**config.mk**
```make
export PLATFORM = sky130hd
export DESIGN_NAME = fsync_burst_agen
export DESIGN_NICKNAME = d
export VERILOG_FILES = /design/src/rtl/fba_pkg.sv /design/src/rtl/fba_edge_detect.sv /design/src/rtl/fba_iter_ctr.sv /design/src/rtl/fba_addr_track.sv /design/src/rtl/fba_wr_stage.sv /design/src/rtl/fsync_burst_agen.sv
export SDC_FILE = /design/constraint.sdc
export NUM_CORES = 1
export LEC_CHECK = 0
export ABC_AREA = 1
export BUFFER_PORTS_ARGS = -buffer_cell sky130_fd_sc_hd__buf_2
export CORE_AREA = 10 10 220 222
export DETAILED_ROUTE_END_ITERATION = 10
export DIE_AREA = 0 0 230 232
export PLACE_DENSITY = 0.62
export SLEW_MARGIN = 20
export SYNTH_ARGS = -nofsm -noshare
export SYNTH_HDL_FRONTEND = slang
export SYNTH_SLANG_ARGS = --single-unit
export TNS_END_PERCENT = 50
```
**constraint.sdc**
```tcl
create_clock -name clk -period 2.5 [get_ports clk]
set_clock_uncertainty 0.15 [all_clocks]
set_input_delay 0.25 -clock clk [delete_from_list [all_inputs] [get_ports clk]]
set_output_delay 0.25 -clock clk [all_outputs]
set_load 0.02 [all_outputs]
```
**src/rtl/fba_pkg.sv**
```systemverilog
// Shared constants and types for the frame-synchronized burst address generator.
// Assumes nothing beyond byte addressing of the frame buffer.
package fba_pkg;
    localparam int unsigned BURST_BYTES_DFLT = 32;
    localparam int unsigned FRAME_BURSTS_DFLT = 4800;

    // Frame budget state as seen by the write stage.
    typedef enum logic [0:0] {
        BUDGET_EMPTY = 1'b0,
        BUDGET_OPEN  = 1'b1
    } budget_e;
endpackage

```
**src/rtl/fba_edge_detect.sv**
```systemverilog
// Detects the falling edge of a frame-sync level that is already synchronous to clk.
// The edge pulse is combinational in the first low cycle, so a reload can act in that cycle.
module fba_edge_detect (
    input  logic clk,
    input  logic rst_n,
    input  logic level_i,
    output logic fall_o
);
    logic level_q;

    // Keep last cycle's level; reset low so that no edge appears right after reset.
    always_ff @(posedge clk) begin
        if (!rst_n) level_q <= 1'b0;
        else        level_q <= level_i;
    end

    // Edge means high last cycle and low now.
    always_comb fall_o = level_q & ~level_i;
endmodule

```
**src/rtl/fba_iter_ctr.sv**
```systemverilog
// Per-frame burst budget. Reloads on the frame edge and grants requests while entries remain.
// Assumes a reload and a request in the same cycle are served from the reloaded value.
module fba_iter_ctr #(
    parameter int unsigned CNT_W = 13
) (
    input  logic             clk,
    input  logic             rst_n,
    input  logic             reload_i,
    input  logic [CNT_W-1:0] reload_val_i,
    input  logic             req_i,
    output logic             accept_o,
    output logic             last_o,
    output fba_pkg::budget_e state_o
);
    localparam logic [CNT_W-1:0] ONE = CNT_W'(1);

    logic [CNT_W-1:0] remain_q;
    logic [CNT_W-1:0] remain_eff;

    // Budget in force this cycle, taking a same-cycle reload into account.
    always_comb remain_eff = reload_i ? reload_val_i : remain_q;

    // Grant while the budget is open, and mark the grant that uses the last entry.
    always_comb begin
        state_o  = (remain_eff != '0) ? fba_pkg::BUDGET_OPEN : fba_pkg::BUDGET_EMPTY;
        accept_o = req_i && (state_o == fba_pkg::BUDGET_OPEN);
        last_o   = accept_o && (remain_eff == ONE);
    end

    // Hold the remaining-burst count; it starts empty after reset.
    always_ff @(posedge clk) begin
        if (!rst_n)        remain_q <= '0;
        else if (accept_o) remain_q <= remain_eff - ONE;
        else if (reload_i) remain_q <= reload_val_i;
    end
endmodule

```
**src/rtl/fba_addr_track.sv**
```systemverilog
// Write pointer. Rebases on the frame edge and steps by one burst after each granted write.
// Assumes byte addressing; the pointer wraps modulo 2**ADDR_W.
module fba_addr_track #(
    parameter int unsigned ADDR_W      = 32,
    parameter int unsigned BURST_BYTES = 32
) (
    input  logic              clk,
    input  logic              rst_n,
    input  logic              rebase_i,
    input  logic [ADDR_W-1:0] base_i,
    input  logic              step_i,
    output logic [ADDR_W-1:0] addr_o
);
    localparam logic [ADDR_W-1:0] STEP = ADDR_W'(BURST_BYTES);

    logic [ADDR_W-1:0] ptr_q;

    // Address used this cycle: the new base if a rebase happens now.
    always_comb addr_o = rebase_i ? base_i : ptr_q;

    // Move past the written burst, or rebase on an edge that has no write.
    always_ff @(posedge clk) begin
        if (!rst_n)        ptr_q <= '0;
        else if (step_i)   ptr_q <= addr_o + STEP;
        else if (rebase_i) ptr_q <= base_i;
    end
endmodule

```
**src/rtl/fba_wr_stage.sv**
```systemverilog
// Output register for the memory write and the frame-done pulse.
// Assumes the granted address and data are stable in the grant cycle.
module fba_wr_stage #(
    parameter int unsigned ADDR_W = 32,
    parameter int unsigned DATA_W = 256
) (
    input  logic              clk,
    input  logic              rst_n,
    input  logic              go_i,
    input  logic              last_i,
    input  logic [ADDR_W-1:0] addr_i,
    input  logic [DATA_W-1:0] data_i,
    output logic              valid_o,
    output logic              done_o,
    output logic [ADDR_W-1:0] addr_o,
    output logic [DATA_W-1:0] data_o
);
    // Strobe and done pulse, one cycle after the grant.
    always_ff @(posedge clk) begin
        if (!rst_n) begin
            valid_o <= 1'b0;
            done_o  <= 1'b0;
        end else begin
            valid_o <= go_i;
            done_o  <= last_i;
        end
    end

    // Capture address and payload only when a write is granted.
    always_ff @(posedge clk) begin
        if (!rst_n) begin
            addr_o <= '0;
            data_o <= '0;
        end else if (go_i) begin
            addr_o <= addr_i;
            data_o <= data_i;
        end
    end
endmodule

```
**src/rtl/fsync_burst_agen.sv**
```systemverilog
// Top level of the frame-synchronized burst address generator.
// Writes each granted capture burst at a pointer that steps by one burst. A falling edge of
// vsync forces the pointer back to cfg_base and the budget back to cfg_count.
// Assumes vsync is synchronous to clk and that cfg_* are stable around the edge cycle.
module fsync_burst_agen #(
    parameter int unsigned ADDR_W      = 32,
    parameter int unsigned DATA_W      = 256,
    parameter int unsigned CNT_W       = 13,
    parameter int unsigned BURST_BYTES = fba_pkg::BURST_BYTES_DFLT
) (
    input  logic              clk,
    input  logic              rst_n,
    input  logic              req_valid,
    input  logic [DATA_W-1:0] req_data,
    input  logic              vsync,
    input  logic [ADDR_W-1:0] cfg_base,
    input  logic [CNT_W-1:0]  cfg_count,
    output logic              wr_valid,
    output logic [ADDR_W-1:0] wr_addr,
    output logic [DATA_W-1:0] wr_data,
    output logic              frame_done
);
    logic              fs_edge;
    logic              grant;
    logic              grant_last;
    logic [ADDR_W-1:0] cur_addr;
    fba_pkg::budget_e  budget_state;

    fba_edge_detect u_edge (
        .clk     (clk),
        .rst_n   (rst_n),
        .level_i (vsync),
        .fall_o  (fs_edge)
    );

    fba_iter_ctr #(.CNT_W(CNT_W)) u_iter (
        .clk          (clk),
        .rst_n        (rst_n),
        .reload_i     (fs_edge),
        .reload_val_i (cfg_count),
        .req_i        (req_valid),
        .accept_o     (grant),
        .last_o       (grant_last),
        .state_o      (budget_state)
    );

    fba_addr_track #(.ADDR_W(ADDR_W), .BURST_BYTES(BURST_BYTES)) u_addr (
        .clk      (clk),
        .rst_n    (rst_n),
        .rebase_i (fs_edge),
        .base_i   (cfg_base),
        .step_i   (grant),
        .addr_o   (cur_addr)
    );

    fba_wr_stage #(.ADDR_W(ADDR_W), .DATA_W(DATA_W)) u_wr (
        .clk     (clk),
        .rst_n   (rst_n),
        .go_i    (grant),
        .last_i  (grant_last),
        .addr_i  (cur_addr),
        .data_i  (req_data),
        .valid_o (wr_valid),
        .done_o  (frame_done),
        .addr_o  (wr_addr),
        .data_o  (wr_data)
    );
endmodule

```
==> run metrics <==
Pint=10.7 mW; clock transition at the registers of the reported paths=0.06 ns; final hold vios=0; sequential share of power=0.398; die area=53400 um2; Top Usage Layer GRT=met2; RSZ-0062 raised after global routing=true; Slew HR=0.457; fin crit share=0.956; Synth area leader=dfxtp_1; Global Route Usage Sum=0.191; vias in the first global route=15200; Routed WL per cell=17.3 um; share of layout cells above drive strength 1=0.284; IO Count=595; first-pass GRT wire length=83400 um; syn avg cell area=7.29 um2; antenna-violating nets left=0; family with the most delay on the worst path=buffers and inverters; peak supply drop=0.536 mV; largest family of logic cells by synthesized area=simple AND/OR/NAND/NOR gates; Worst-Skew Late Latency=0.55 ns; Final #Nets=2981; GPL Wtd Cong=0.882; Gate power share=0.223; Chip Width=230 um; synthesized instance count=1805; Compound-Gate Fraction of Synth Area=0.140; CTS tree=yes; asr flop ratio synth=0; DP Area=16900 um2; number of synthesized flops with an enable pin=0; Leak=10.5 nW; Yosys top cell area share=0.511; drt via density=4.71; worst-margin pin slew=0.806 ns; CP most frequent cell=nor2_1; Crit Path Class=in2reg; Yosys reg bits=336; Synth Area in XOR/XNOR=0.00466; final setup vio count=0; synth-to-layout area growth=62.9%; # Max-Cap Violations=0; fin util=0.488; Synth Flop Type=dfxtp_1; Fill cells=4131; initial antenna violation count=8; Die H=232 um; pwr dens=712 nW/um2; Sinks on Clock Net=336; final instance area=21400 um2; Num CTS Buffers=38; final slew viol count=0; Max stage delay cell, worst path=dlygate4sd3_1; Critical Path AT=2.67 ns; hpwl dp=37700 um; Core ar.=43900 um2; Syn Nets=2112; post-synthesis mux area share=0.00380; met3 usage=0.0601; adder-cell share of the synthesized area=0.00190; most numerous cell in the Yosys netlist=nor2_1; Max Clk Rate=418 MHz; H-tree level count=2; largest net degree at the start of global routing=132; synth top area cells=dfxtp_1 (51%), nor2_1 (17%), o21ai_0 (9.4%), nand2_1 (6.1%), inv_1 (2.4%); First-pass DRT Iterations=5; GRT met1 Usage=0.210; hold path cells=5; Crit path depth=14; crit end category=flip-flop; Clock power frac=0.379; post-synth design cell area=13200 um2; Synth Warn #=0; Net Switching=4.55 mW; root buffer cell=clkbuf_16; status=complete, no violations; remaining global-route overflow=0; slowest stage delay, CP=0.55 ns; clk buf depth=3; PortBufs=594; crit-path max FO=66; Worst R2R Path Depth=12; Starting Density=0.299; Hold Path Class=in2reg; DRC=0; via count=15500; Iteration-0 DRC Markers=934; CP required=2.78 ns; crit start category=input port; Core Rows=77; min Tclk post-route=2.39 ns; Synth cell types=31; sw frac=0.298; most common library cells after synthesis=nor2_1 (584), dfxtp_1 (336), o21ai_0 (248); sequential-to-total area share from yosys stat=0.511; Critical Path, Cell by Cell=dlygate4sd3_1 -> buf_2 -> inv_6 -> nand2_4 -> nand2_1 -> nand2_1 -> nor2_1 -> nand3_2 -> nor2_4 -> nor2_4 -> buf_4 -> clkbuf_16 -> nor2_1 -> nor2_1; Routed WL=57000 um; Global Route met2 Usage=0.332; post-synthesis simple-gate area fraction=0.268; Bufs and invs on worst path=5
sequential cells by signal, summed over array words and instances (netlist names):
| register | cells |
|---|---|
| u_wr.data_o | 256 |
| u_addr.ptr_q | 32 |
| u_wr.addr_o | 32 |
| u_iter.remain_q | 13 |
| u_edge.level_q | 1 |
| u_wr.done_o | 1 |
| u_wr.valid_o | 1 |
final cells by class:
class,count,area (um2),area share
Antenna cell,11,27.5,0.00128
Sequential cell,336,6730,0.314
Inverter,85,324,0.0151
Clock inverter,15,209,0.00975
Multi-Input combinational cell,1268,5590,0.261
Tap cell,592,741,0.0346
Timing Repair Buffer,945,6740,0.315
Clock buffer,49,1060,0.0496
per-stage QoR:
| stage | power (mW) | setup TNS, ns | hold slack, ns | worst slack (ns) | cells |
|---|---|---|---|---|---|
| floorplan | 7.84 | 0 | 0.193 | 0.195 | 1805 |
| global placement | 8.97 | 0 | 0.307 | 0.0763 | 2925 |
| detailed placement | 9.02 | 0 | 0.314 | 0.0117 | 2925 |
| CTS | 15.2 | 0 | 0.00482 | 0.0783 | 3266 |
| global route | 15.9 | -0.0642 | 0.0353 | -0.0124 | 3297 |
| finish | 15.3 | 0 | 0.0302 | 0.110 | 3301 |
cells in the final DEF, fill, tap and decap left out, drive strengths merged, types with 7 or more instances in the layout:
| master | count |
|---|---|
| a21oi | 52 |
| buf | 659 |
| clkbuf | 58 |
| clkinv | 7 |
| dfxtp | 336 |
| diode | 11 |
| dlygate4sd3 | 277 |
| inv | 86 |
| nand2 | 221 |
| nand3 | 49 |
| nand4 | 14 |
| nor2 | 593 |
| o21ai | 310 |
| xor2 | 7 |
layer usage:
metal | vias up | share of wire
met1 | 7181 | 0.38
met3 | 157 | 0.083
met5 | - | 0.00023
li1 | 7501 | -
met4 | 2 | 0.048
met2 | 699 | 0.49
path summary, 6_finish.rpt:
check	startpoint	endpoint	slack (ns)
worst max-delay path	vsync	u_wr.data_o[119]$_SDFFE_PN0P_	0.11
worst min register to register	u_wr.data_o[49]$_SDFFE_PN0P_	u_wr.data_o[49]$_SDFFE_PN0P_	0.32
worst max register to register	u_edge.level_q$_SDFF_PN0_	u_wr.data_o[251]$_SDFFE_PN0P_	0.12
worst min-delay path	cfg_base[27]	u_addr.ptr_q[27]$_SDFF_PN0_	0.03
kinds of logic (layout without fill, tap and decap cells):
logic type / count (synthesis) / count (layout)
AOI/OAI and AO/OA: 364 / 364
xor gates and xnor gates: 7 / 7
adders and majority gates: 2 / 2
buffers and inverters: 203 / 1094
DFF: 336 / 336
muxes: 5 / 5
other: 0 / 11
and+or+nand+nor: 888 / 890
worst min-delay path, stage by stage:
cell and delay, ns:
buf_2 0.09, o21ai_0 0.13, nand2_1 0.09, inv_1 0.03
nor2_1 0.09
power by group through the flow:
stage	logic (mW)	clock network [mW]	registers (mW)
global placement	2.81	0	6.15
detailed placement	2.84	0	6.17
finish	3.40	5.79	6.07
global route	3.69	6.08	6.12
CTS	3.21	5.90	6.06
floorplan	1.15	0	6.69
timing repair:
action	in CTS	in global routing
hold buffers	277	0
setup buffers	0	14
pin swaps	0	5
gates resized for setup	1	35
gates cloned	0	10
endpoints found under the setup margin	6	293
hold endpoints to repair	284	0
Note: power is estimated with default switching activity, not from simulation.
